### config.mk
export PLATFORM = sky130hd
export DESIGN_NAME = i2s_tx_serializer
export DESIGN_NICKNAME = d
export VERILOG_FILES = /design/src/rtl/i2s_tx_pkg.sv /design/src/rtl/i2s_tx_fifo.sv /design/src/rtl/i2s_tx_framer.sv /design/src/rtl/i2s_tx_sequencer.sv /design/src/rtl/i2s_tx_serializer.sv
export SDC_FILE = /design/constraint.sdc
export NUM_CORES = 1
export LEC_CHECK = 0
export BUFFER_PORTS_ARGS = -buffer_cell sky130_fd_sc_hd__buf_4
export CAP_MARGIN = 20
export CORE_ASPECT_RATIO = 0.8
export CORE_MARGIN = 4
export CORE_UTILIZATION = 30
export DETAILED_ROUTE_END_ITERATION = 8
export HOLD_SLACK_MARGIN = 0.1
export MAX_ROUTING_LAYER = met4
export PLACE_DENSITY = 0.53
export REMOVE_ABC_BUFFERS = 1
export SYNTH_ARGS = -nofsm -noshare
export SYNTH_HDL_FRONTEND = slang
export SYNTH_HIERARCHICAL = 1
export SYNTH_SLANG_ARGS = --single-unit
### constraint.sdc
create_clock -name clk -period 5.41 [get_ports clk]
set_input_delay 0.2705 -clock clk [delete_from_list [all_inputs] [get_ports clk]]
set_output_delay 0.2705 -clock clk [all_outputs]
set_load 0.01 [all_outputs]
### src/rtl/i2s_tx_pkg.sv
package i2s_tx_pkg;

  typedef enum logic [1:0] {
    CH_BOTH  = 2'b00,
    CH_RIGHT = 2'b01,
    CH_LEFT  = 2'b10,
    CH_RSVD  = 2'b11
  } ch_mode_e;

  // Packed MSB-first: no_delay is bit 6, ch_mode occupies bits [1:0].
  typedef struct packed {
    logic     no_delay;
    logic     ws_swap;
    logic     lsb_first;
    logic     hold_on_empty;
    logic     sign_flip;
    ch_mode_e ch_mode;
  } tx_cfg_t;

  localparam int CFG_BITS = $bits(tx_cfg_t);

endpackage

### src/rtl/i2s_tx_fifo.sv
module i2s_tx_fifo #(
  parameter int WIDTH = 32,
  parameter int DEPTH = 4
) (
  input  logic             clk,
  input  logic             rst,
  input  logic             wr_en,
  input  logic [WIDTH-1:0] wr_data,
  input  logic             rd_en,
  output logic [WIDTH-1:0] rd_data,
  output logic             full,
  output logic             empty
);
  localparam int AW = (DEPTH > 1) ? $clog2(DEPTH) : 1;
  localparam int LW = $clog2(DEPTH + 1);
  localparam logic [AW-1:0] LAST = AW'(DEPTH - 1);

  logic [WIDTH-1:0] mem [DEPTH];
  logic [AW-1:0]    wr_ptr, rd_ptr;
  logic [LW-1:0]    level;
  logic             do_wr, do_rd;

  assign full  = (level == LW'(DEPTH));
  assign empty = (level == '0);
  assign do_wr = wr_en && !full;
  assign do_rd = rd_en && !empty;

  // Storage without reset so distributed or block RAM can be inferred.
  always_ff @(posedge clk) begin
    if (do_wr) mem[wr_ptr] <= wr_data;
  end

  assign rd_data = mem[rd_ptr];

  always_ff @(posedge clk) begin
    if (rst) begin
      wr_ptr <= '0;
      rd_ptr <= '0;
      level  <= '0;
    end else begin
      if (do_wr) wr_ptr <= (wr_ptr == LAST) ? '0 : wr_ptr + 1'b1;
      if (do_rd) rd_ptr <= (rd_ptr == LAST) ? '0 : rd_ptr + 1'b1;
      case ({do_wr, do_rd})
        2'b10:   level <= level + 1'b1;
        2'b01:   level <= level - 1'b1;
        default: level <= level;
      endcase
    end
  end

endmodule

### src/rtl/i2s_tx_framer.sv
module i2s_tx_framer
  import i2s_tx_pkg::*;
#(
  parameter int W = 16
) (
  input  ch_mode_e       ch_mode,
  input  logic           sign_flip,
  input  logic           hold_on_empty,
  input  logic           lsb_first,
  input  logic           have_smp,
  input  logic [W-1:0]   new_l,
  input  logic [W-1:0]   new_r,
  input  logic [W-1:0]   held_l,
  input  logic [W-1:0]   held_r,
  output logic [W-1:0]   word_l,
  output logic [W-1:0]   word_r
);
  localparam logic [W-1:0] TOP_MASK = {1'b1, {(W-1){1'b0}}};

  logic [W-1:0] fresh   [2];
  logic [W-1:0] kept    [2];
  logic [W-1:0] pick    [2];
  logic [W-1:0] shaped  [2];
  logic [W-1:0] rev     [2];
  logic [W-1:0] ordered [2];
  logic         slot_on [2];
  logic         blank;

  assign fresh[0]   = new_l;
  assign fresh[1]   = new_r;
  assign kept[0]    = held_l;
  assign kept[1]    = held_r;
  assign slot_on[0] = (ch_mode != CH_RIGHT);
  assign slot_on[1] = (ch_mode != CH_LEFT);
  assign blank      = !have_smp && !hold_on_empty;

  for (genvar ch = 0; ch < 2; ch++) begin : g_slot
    assign pick[ch]   = have_smp ? fresh[ch] : kept[ch];
    assign shaped[ch] = (blank || !slot_on[ch]) ? '0
                      : (pick[ch] ^ (sign_flip ? TOP_MASK : '0));
    for (genvar b = 0; b < W; b++) begin : g_bit
      assign rev[ch][b] = shaped[ch][W-1-b];
    end
    // Stored in transmit order: bit W-1 leaves first.
    assign ordered[ch] = lsb_first ? rev[ch] : shaped[ch];
  end

  assign word_l = ordered[0];
  assign word_r = ordered[1];

endmodule

### src/rtl/i2s_tx_sequencer.sv
module i2s_tx_sequencer #(
  parameter int W = 16
) (
  input  logic         clk,
  input  logic         rst,
  input  logic         tick,
  input  logic         no_delay,
  input  logic         ws_swap,
  input  logic [W-1:0] new_l,
  input  logic [W-1:0] new_r,
  output logic         load,
  output logic         sd_o,
  output logic         ws_o
);
  localparam int FW = 2 * W;
  localparam int CW = $clog2(FW);
  localparam int BW = (W > 1) ? $clog2(W) : 1;
  localparam logic [CW-1:0] LAST_POS  = CW'(FW - 1);
  localparam logic [CW-1:0] HALF_POS  = CW'(W);
  localparam logic [CW-1:0] HALF_LAST = CW'(W - 1);

  logic [CW-1:0] cnt, cnt_nx, d_idx;
  logic [W-1:0]  cur_l, cur_r, wl;
  logic [BW-1:0] bpos;
  logic          at_wrap, in_right_d, sd_nx, ws_nx;

  assign at_wrap = (cnt == LAST_POS);
  assign load    = tick && at_wrap;
  assign cnt_nx  = at_wrap ? '0 : cnt + 1'b1;

  always_comb begin
    if (no_delay)            d_idx = cnt_nx;
    else if (cnt_nx == '0)   d_idx = LAST_POS;
    else                     d_idx = cnt_nx - 1'b1;
    // At a frame start only the new left word or the old right word is read.
    wl         = at_wrap ? new_l : cur_l;
    in_right_d = (d_idx >= HALF_POS);
    bpos       = in_right_d ? BW'(LAST_POS - d_idx) : BW'(HALF_LAST - d_idx);
    sd_nx      = in_right_d ? cur_r[bpos] : wl[bpos];
    ws_nx      = (cnt_nx >= HALF_POS) ^ ws_swap;
  end

  always_ff @(posedge clk) begin
    if (rst) begin
      cnt   <= LAST_POS;
      cur_l <= '0;
      cur_r <= '0;
      sd_o  <= 1'b0;
      ws_o  <= 1'b1;
    end else if (tick) begin
      cnt  <= cnt_nx;
      sd_o <= sd_nx;
      ws_o <= ws_nx;
      if (at_wrap) begin
        cur_l <= new_l;
        cur_r <= new_r;
      end
    end
  end

endmodule

### src/rtl/i2s_tx_serializer.sv
module i2s_tx_serializer
  import i2s_tx_pkg::*;
#(
  parameter int SAMPLE_W   = 16,
  parameter int FIFO_DEPTH = 4
) (
  input  logic                clk,
  input  logic                rst,
  input  logic                bclk_en,
  input  logic                push_valid,
  input  logic [SAMPLE_W-1:0] push_left,
  input  logic [SAMPLE_W-1:0] push_right,
  output logic                push_ready,
  input  logic                cfg_we,
  input  logic                cfg_addr,
  input  logic [CFG_BITS-1:0] cfg_wdata,
  output logic                sd_o,
  output logic                ws_o,
  output logic                underflow_o
);
  localparam int PAIR_W = 2 * SAMPLE_W;

  tx_cfg_t             cfg_pend, cfg_act, cfg_eff;
  logic [PAIR_W-1:0]   head;
  logic [SAMPLE_W-1:0] held_l, held_r, word_l, word_r;
  logic                full, empty, load, clr_req;

  i2s_tx_fifo #(.WIDTH(PAIR_W), .DEPTH(FIFO_DEPTH)) u_fifo (
    .clk     (clk),
    .rst     (rst),
    .wr_en   (push_valid),
    .wr_data ({push_left, push_right}),
    .rd_en   (load),
    .rd_data (head),
    .full    (full),
    .empty   (empty)
  );

  assign push_ready = !full;
  assign cfg_eff    = load ? cfg_pend : cfg_act;
  assign clr_req    = cfg_we && cfg_addr && cfg_wdata[0];

  i2s_tx_framer #(.W(SAMPLE_W)) u_framer (
    .ch_mode       (cfg_eff.ch_mode),
    .sign_flip     (cfg_eff.sign_flip),
    .hold_on_empty (cfg_eff.hold_on_empty),
    .lsb_first     (cfg_eff.lsb_first),
    .have_smp      (!empty),
    .new_l         (head[PAIR_W-1:SAMPLE_W]),
    .new_r         (head[SAMPLE_W-1:0]),
    .held_l        (held_l),
    .held_r        (held_r),
    .word_l        (word_l),
    .word_r        (word_r)
  );

  i2s_tx_sequencer #(.W(SAMPLE_W)) u_seq (
    .clk      (clk),
    .rst      (rst),
    .tick     (bclk_en),
    .no_delay (cfg_eff.no_delay),
    .ws_swap  (cfg_eff.ws_swap),
    .new_l    (word_l),
    .new_r    (word_r),
    .load     (load),
    .sd_o     (sd_o),
    .ws_o     (ws_o)
  );

  always_ff @(posedge clk) begin
    if (rst) begin
      cfg_pend    <= '0;
      cfg_act     <= '0;
      held_l      <= '0;
      held_r      <= '0;
      underflow_o <= 1'b0;
    end else begin
      if (cfg_we && !cfg_addr) cfg_pend <= tx_cfg_t'(cfg_wdata);
      if (load) cfg_act <= cfg_pend;
      if (load && !empty) begin
        held_l <= head[PAIR_W-1:SAMPLE_W];
        held_r <= head[SAMPLE_W-1:0];
      end
      if (load && empty) underflow_o <= 1'b1;
      else if (clr_req)  underflow_o <= 1'b0;
    end
  end

endmodule

==> results of run 1 <==
path summary, 6_finish.rpt:
kind,depth (start not counted),end,startpoint
max,17,u_seq/sd_o$_SDFFE_PP0P_,u_seq/cnt[0]$_SDFFE_PP1P_
max reg2reg,17,u_seq/sd_o$_SDFFE_PP0P_,u_seq/cnt[0]$_SDFFE_PP1P_
min,4,underflow_o$_SDFFE_PP0P_,cfg_we
min reg2reg,2,held_r[3]$_SDFFE_PP0P_,held_r[3]$_SDFFE_PP0P_
cell families after synthesis:
| kind of cell | after synthesis | share of synthesized area [%] |
|---|---|---|
| compound gates | 203 | 12.9 |
| xor+xnor | 14 | 1.50 |
| fa+ha+maj | 9 | 1.18 |
| buf+inv | 84 | 4.59 |
| flops | 223 | 56.4 |
| mux | 69 | 11.0 |
| simple gates | 264 | 12.5 |
state kept, by name, summed over array words and instances (netlist names), 2 cells and up, named ones only:
signal         flops
cfg_act            7
cfg_pend           7
held_l            16
held_r            16
u_fifo/level       3
u_fifo/mem       128
u_fifo/rd_ptr      2
u_fifo/wr_ptr      2
u_seq/cnt          5
u_seq/cur_l       16
u_seq/cur_r       16
critical path, delay by kind of cell (launching register included):
family / cells / cell delay [ps]
AO/OA/AOI/OAI: 6 / 1190
flip-flops: 1 / 720
buffers and inverters: 4 / 1000
multiplexers: 1 / 380
adder cells (fa/ha/maj): 2 / 660
AND/OR/NAND/NOR: 4 / 510
routing by layer:
| metal | track usage, % | wire, um |
|---|---|---|
| met1 | 19.3 | 12400 |
| met2 | 17.7 | 9600 |
| met3 | 2.02 | 822 |
| met4 | 2.43 | 431 |
| met5 | - | 0 |
report_power, final:
group / total (W) / internal, W / switching [W] / leakage [nW]
Combinational: 0.000763 / 0.000323 / 0.000441 / 1.76
Clock: 0.00168 / 0.00102 / 0.000655 / 0.399
Sequential: 0.00194 / 0.00189 / 0.0000521 / 1.95
repair_timing:
item                                   CTS  global route
hold buffers                            41             0
endpoints found under the hold margin  139             0
resized for setup                        0             0
through the flow:
step / power (W) / hold slack, ps
3_5_place_dp: 0.00272 / 445
6_report: 0.00438 / 132
4_1_cts: 0.00445 / 109
5_1_grt: 0.00460 / 173
3_3_place_gp: 0.00271 / 438
2_1_floorplan: 0.00248 / 340
layout make-up:
| type | count | area [um^2] |
|---|---|---|
| Fill cell | 3315 | 21500 |
| Tap cell | 434 | 543 |
| Clock buffer | 30 | 632 |
| Sequential cell | 223 | 5750 |
| Multi-Input combinational cell | 559 | 3970 |
| Inverter | 15 | 56.3 |
| Timing Repair Buffer | 104 | 883 |
| Clock inverter | 12 | 180 |
layout by cell type, fill, tap and decap left out, types with 20 or more instances in the layout:
cell           count
a21oi_1          113
dfxtp_1           94
clkbuf_16         23
nand2_1          150
dlygate4sd3_1     41
mux4_2            32
mux2i_1           20
nor2_1            31
a221oi_1          34
edfxtp_1         128
buf_4             63
==> flow_metrics.env, run 1 <==
export IMPL_yosysTopAreaCell="edfxtp_1"
export IMPL_clock_sinks=223
export IMPL_synth_warnings=6
export IMPL_overflow=0
export IMPL_ys_flop_type="edfxtp_1"
export IMPL_cts_setup_buffers=0
export IMPL_pre_cts_slack_ps=923
export IMPL_layout_drive_gt1_share_pct=19.1
export IMPL_post_drt_via_cell_ratio=4.93
export IMPL_die_h_um=173
export IMPL_post_synth_top_count_cell="nand2_1"
export IMPL_io_pins=49
export IMPL_clock_fmax_ghz=0.218
export IMPL_ys_seq_elements=223
export IMPL_crit_arrival_ps=5000
export IMPL_finalCriticalPeriod_ps=4580
export IMPL_status="finished clean"
export IMPL_layout_nets=980
export IMPL_syn_area_um2=10200
export IMPL_synth_distinct_cells=69
export IMPL_initial_core_util_pct=30.3
export IMPL_diodes=0
export IMPL_dp_cells=1294
export IMPL_fin_cells=1377
export IMPL_row_count=60
export IMPL_clk_latency_ps=520
export IMPL_critPathKind="reg2reg"
export IMPL_rrSetupSlack_ps=830
export IMPL_first_iter_violations=474
export IMPL_final_core_util_pct=35.8
export IMPL_worstPathMaxFanout=23
export IMPL_syn2layout_area_growth_pct=18.0
export IMPL_period_share_pct=84.7
export IMPL_setup_tns_ps=0
export IMPL_slew_violations=0
export IMPL_dieArea_um2=37000
export IMPL_cp_cell_sequence="ha_1 -> and3_1 -> ha_1 -> nand2_1 -> inv_1 -> buf_4 -> mux2_2 -> inv_1 -> buf_4 -> a21oi_1 -> a221oi_1 -> nand2_1 -> nand3_1 -> o211ai_2 -> o2111ai_2 -> o41ai_2 -> o311ai_1"
export IMPL_synth_top_area_share_pct=37.8
export IMPL_ys_top_cells_by_area="edfxtp_1, dfxtp_1, mux4_2"
export IMPL_synth_edf_count=128
export IMPL_synth_cells=866
export IMPL_cts_buffers=23
export IMPL_hold_viol_final=0
export IMPL_critPathLaunchType="register"
export IMPL_critPathMaxStageDelay_ps=720
export IMPL_ant_nets=0
export IMPL_gp_congestion=0.835
export IMPL_synth_area_per_cell_um2=11.8
export IMPL_cts_tree="built"
export IMPL_dpl_hpwl_mm=15.0
export IMPL_cellPowerDensity_nw_per_um2=365
export IMPL_place_area_um2=10800
export IMPL_grt_pass1_wl_mm=37.2
export IMPL_clockBufferDepth=3
export IMPL_peakVddDrop_mv=0.169
export IMPL_synth_common_cells="nand2_1, edfxtp_1, a21oi_1, dfxtp_1, a221oi_1"
export IMPL_grt_max_degree=58
export IMPL_drc_errors=0
export IMPL_maxSlewHeadroom_pct=32.7
export IMPL_root_buffer="clkbuf_16"
export IMPL_grt_usage_pct=12.6
export IMPL_rsz0062_at_grt="false"
export IMPL_fin_ws_ps=830
export IMPL_cts_clk_slew_worst_paths_ps=60
export IMPL_setup_viol=0
export IMPL_p_leak_nw=4.11
export IMPL_routed_wl_mm=23.2
export IMPL_cap_viol_max_count=0
export IMPL_core_um2=33600
export IMPL_worst_pin_slew_ps=1010
export IMPL_antenna_found_initial=1
export IMPL_fin_skew_ps=10.0
export IMPL_die_x_um=214
export IMPL_async_reset_ff_share_pct=0
export IMPL_numPortBuffers=48
export IMPL_end_kind="register"
export IMPL_grt_pass1_vias=6460
export IMPL_drt_pass1_iter_count=5
export IMPL_hold_path_class="in2reg"
export IMPL_stdcell_area_um2=12000
export IMPL_wl_per_cell_um=16.9
export IMPL_ys_seq_area_share_pct=56.4
export IMPL_crit_required_ps=5830
export IMPL_htree_levels=1
export IMPL_vias=6788
export IMPL_critPathSlowestCell="dfxtp_1"
Power figures use the tool's default switching activity.
==> inputs of run 2 (changes only) <==
ABC_AREA = 1   (was default)
clock period = 4.26 ns   (was 5.41 ns; I/O delays follow)
==> run 2 against run 1 <==
Sequential share of layout area grew 0.075 points. Clock skew grew 5.7 ps. Largest power group unchanged. Die area grew 0.37%. Non-clock buffer count grew 3. Sequential power grew 28%.
==> flow_metrics.env, run 2 <==
export IMPL_status="finished clean"
export IMPL_clockBufferDepth=3
export IMPL_critPathSlowestCell="dfxtp_1"
export IMPL_dieArea_um2=37100
export IMPL_synth_top_area_share_pct=37.6
export IMPL_gp_congestion=0.806
export IMPL_p_leak_nw=4.67
export IMPL_end_kind="register"
export IMPL_root_buffer="clkbuf_16"
export IMPL_cp_common_cell="nand2_1"
export IMPL_wl_per_cell_um=14.7
export IMPL_critPathKind="reg2reg"
export IMPL_row_count=60
export IMPL_dpl_hpwl_mm=15.3
export IMPL_synth_edf_count=128
export IMPL_layout_nets=1279
export IMPL_ant_nets=0
export IMPL_maxSlewHeadroom_pct=29.5
export IMPL_die_h_um=173
export IMPL_synth_common_cells="nand2_1, nor2_1, edfxtp_1, dfxtp_1, o21ai_0"
export IMPL_setup_tns_ps=0
export IMPL_largest_reg_flops=128
export IMPL_mostFrequentLayoutCell="nand2_1"
export IMPL_core_um2=33600
export IMPL_worstHoldStart="cfg_addr"
export IMPL_mostFrequentLayoutCells="nand2_1, nor2_1, edfxtp_1, dfxtp_1, o21ai_0"
export IMPL_ys_top_cells_by_area="edfxtp_1, dfxtp_1, nand2_1"
export IMPL_grt_max_degree=65
export IMPL_post_drt_via_cell_ratio=4.69
export IMPL_pre_cts_slack_ps=914
export IMPL_diodes=0
export IMPL_clk_latency_ps=520
export IMPL_n_fill_cell=3501
export IMPL_regMostFlops="u_fifo/mem"
export IMPL_peakVddDrop_mv=0.252
export IMPL_syn_area_um2=10200
export IMPL_fin_skew_ps=15.7
export IMPL_ys_seq_area_share_pct=56.2
export IMPL_cellPowerDensity_nw_per_um2=464
export IMPL_io_pins=49
export IMPL_r2r_end="u_seq/sd_o$_SDFFE_PP0P_"
export IMPL_syn2layout_area_growth_pct=17.4
export IMPL_crit_required_ps=4720
export IMPL_first_iter_violations=525
export IMPL_numPortBuffers=48
export IMPL_period_share_pct=80.6
export IMPL_async_reset_ff_share_pct=0
export IMPL_synth_area_per_cell_um2=8.85
export IMPL_grt_pass1_vias=7456
export IMPL_cts_setup_buffers=0
export IMPL_hold_path_class="in2reg"
export IMPL_vias=7868
export IMPL_cts_buffers=24
export IMPL_cap_viol_max_count=0
export IMPL_worstPathMaxFanout=25
export IMPL_synth_warnings=6
export IMPL_cts_tree="built"
export IMPL_ff2ff_path_depth=25
export IMPL_layout_drive_gt1_share_pct=10.7
export IMPL_clock_fmax_ghz=0.291
export IMPL_routed_wl_mm=24.6
export IMPL_whs_path_depth=5
export IMPL_hold_viol_final=0
export IMPL_crit_arrival_ps=3890
export IMPL_reg2reg_from="u_seq/cnt[0]$_SDFFE_PP1P_"
export IMPL_hold_path_endpoint="cfg_pend[0]$_SDFFE_PP0P_"
export IMPL_synth_distinct_cells=39
export IMPL_drt_pass1_iter_count=4
export IMPL_worst_pin_slew_ps=1060
export IMPL_rsz0062_at_grt="false"
export IMPL_rrSetupSlack_ps=830
export IMPL_grt_usage_pct=13.4
export IMPL_drc_errors=0
export IMPL_cts_hold_fix_buffers=46
export IMPL_antenna_found_initial=0
export IMPL_initial_core_util_pct=30.4
export IMPL_ys_flop_type="edfxtp_1"
export IMPL_slew_violations=0
export IMPL_critPathLaunchType="register"
export IMPL_critPathMaxStageDelay_ps=370
export IMPL_post_cts_resized=0
export IMPL_ys_seq_elements=223
export IMPL_post_synth_top_count_cell="nand2_1"
export IMPL_synth_cells=1155
export IMPL_cts_clk_slew_worst_paths_ps=60
export IMPL_setup_viol=0
export IMPL_yosysTopAreaCell="edfxtp_1"
export IMPL_fin_ws_ps=828
export IMPL_finalCriticalPeriod_ps=3430
export IMPL_die_x_um=214
export IMPL_grt_pass1_wl_mm=40.1
export IMPL_htree_levels=1
export IMPL_hold_slack_ps=183
export IMPL_clock_sinks=223
export IMPL_overflow=0
-- run 2: cell types whose count changed in the layout (fill, tap and decap cells not counted), sizes merged, moves of 32 or more --
cell and delta:
a21oi -99, a221oi -34, inv +44, mux4 -32
nand2 +114, nand3 +55, nor2 +191, o21ai +166
-- run 2: per-layer routing --
layer	vias to the layer above	wire length [um]	global-route usage (%)
met2	109	10700	20.7
met5	-	0	-
met3	40	778	2.04
met1	3709	12700	19.0
li1	4010	-	-
met4	0	400	2.24
-- run 2: cells by family (layout without fill, tap and decap cells) --
kind of cell | count (synthesis) | after routing | share of synthesized area, %
AO/OA/AOI/OAI | 233 | 233 | 11.9
XOR/XNOR | 1 | 1 | 0.159
adder cells (fa/ha/maj) | 9 | 9 | 1.18
buffers and inverters | 124 | 212 | 7.41
flip-flops | 223 | 223 | 56.2
AND/OR/NAND/NOR | 565 | 565 | 23.1
-- run 2: how the worst max path moves through the flow --
| stage | startpoint | cells past startpoint | slack, ps | endpoint |
|---|---|---|---|---|
| floorplan | u_seq/cnt[0]$_SDFFE_PP1P_ | 23 | -940 | u_seq/sd_o$_SDFFE_PP0P_ |
| global placement | u_seq/cnt[0]$_SDFFE_PP1P_ | 25 | 1000 | u_seq/sd_o$_SDFFE_PP0P_ |
| detailed placement | u_seq/cnt[0]$_SDFFE_PP1P_ | 25 | 910 | u_seq/sd_o$_SDFFE_PP0P_ |
| CTS | u_seq/cnt[0]$_SDFFE_PP1P_ | 25 | 880 | u_seq/sd_o$_SDFFE_PP0P_ |
| global route | u_seq/cnt[0]$_SDFFE_PP1P_ | 25 | 480 | u_seq/sd_o$_SDFFE_PP0P_ |
| finish | u_seq/cnt[0]$_SDFFE_PP1P_ | 25 | 830 | u_seq/sd_o$_SDFFE_PP0P_ |
-- run 2: area by class of cell --
| class | count | area (um^2) | area share (%) |
|---|---|---|---|
| Sequential cell | 223 | 5750 | 47.9 |
| Multi-Input combinational cell | 808 | 3740 | 31.2 |
| Timing Repair Buffer | 107 | 918 | 7.66 |
| Clock buffer | 30 | 674 | 5.62 |
| Tap cell | 434 | 543 | 4.53 |
| Inverter | 61 | 254 | 2.12 |
| Clock inverter | 14 | 109 | 0.908 |
-- run 2: worst max-delay path: cells and delay by family, from the launching register on --
| kind | cells | cell delay, ps |
|---|---|---|
| flops | 1 | 370 |
| fa+ha+maj | 2 | 440 |
| simple gates | 18 | 1770 |
| compound gates | 1 | 250 |
| buf+inv | 4 | 530 |
-- run 2: metrics by stage --
stage / cells / instance area, um^2 / power (W) / util [%]
after detailed placement: 1587 / 10700 / 0.00354 / 32.0
after floorplan: 1092 / 9710 / 0.00321 / -
after global placement: 1587 / 10700 / 0.00353 / 32.0
final: 1677 / 12000 / 0.00557 / 35.7
after global routing: 1677 / 12000 / 0.00588 / 35.7
after CTS: 1677 / 12000 / 0.00565 / 35.7
-- run 2: power breakdown --
part | switching, W | total (W) | internal (W)
logic | 0.000704 | 0.00105 | 0.000343
registers | 0.0000586 | 0.00248 | 0.00242
clock network | 0.000854 | 0.00204 | 0.00119
total | 0.00162 | 0.00557 | 0.00395
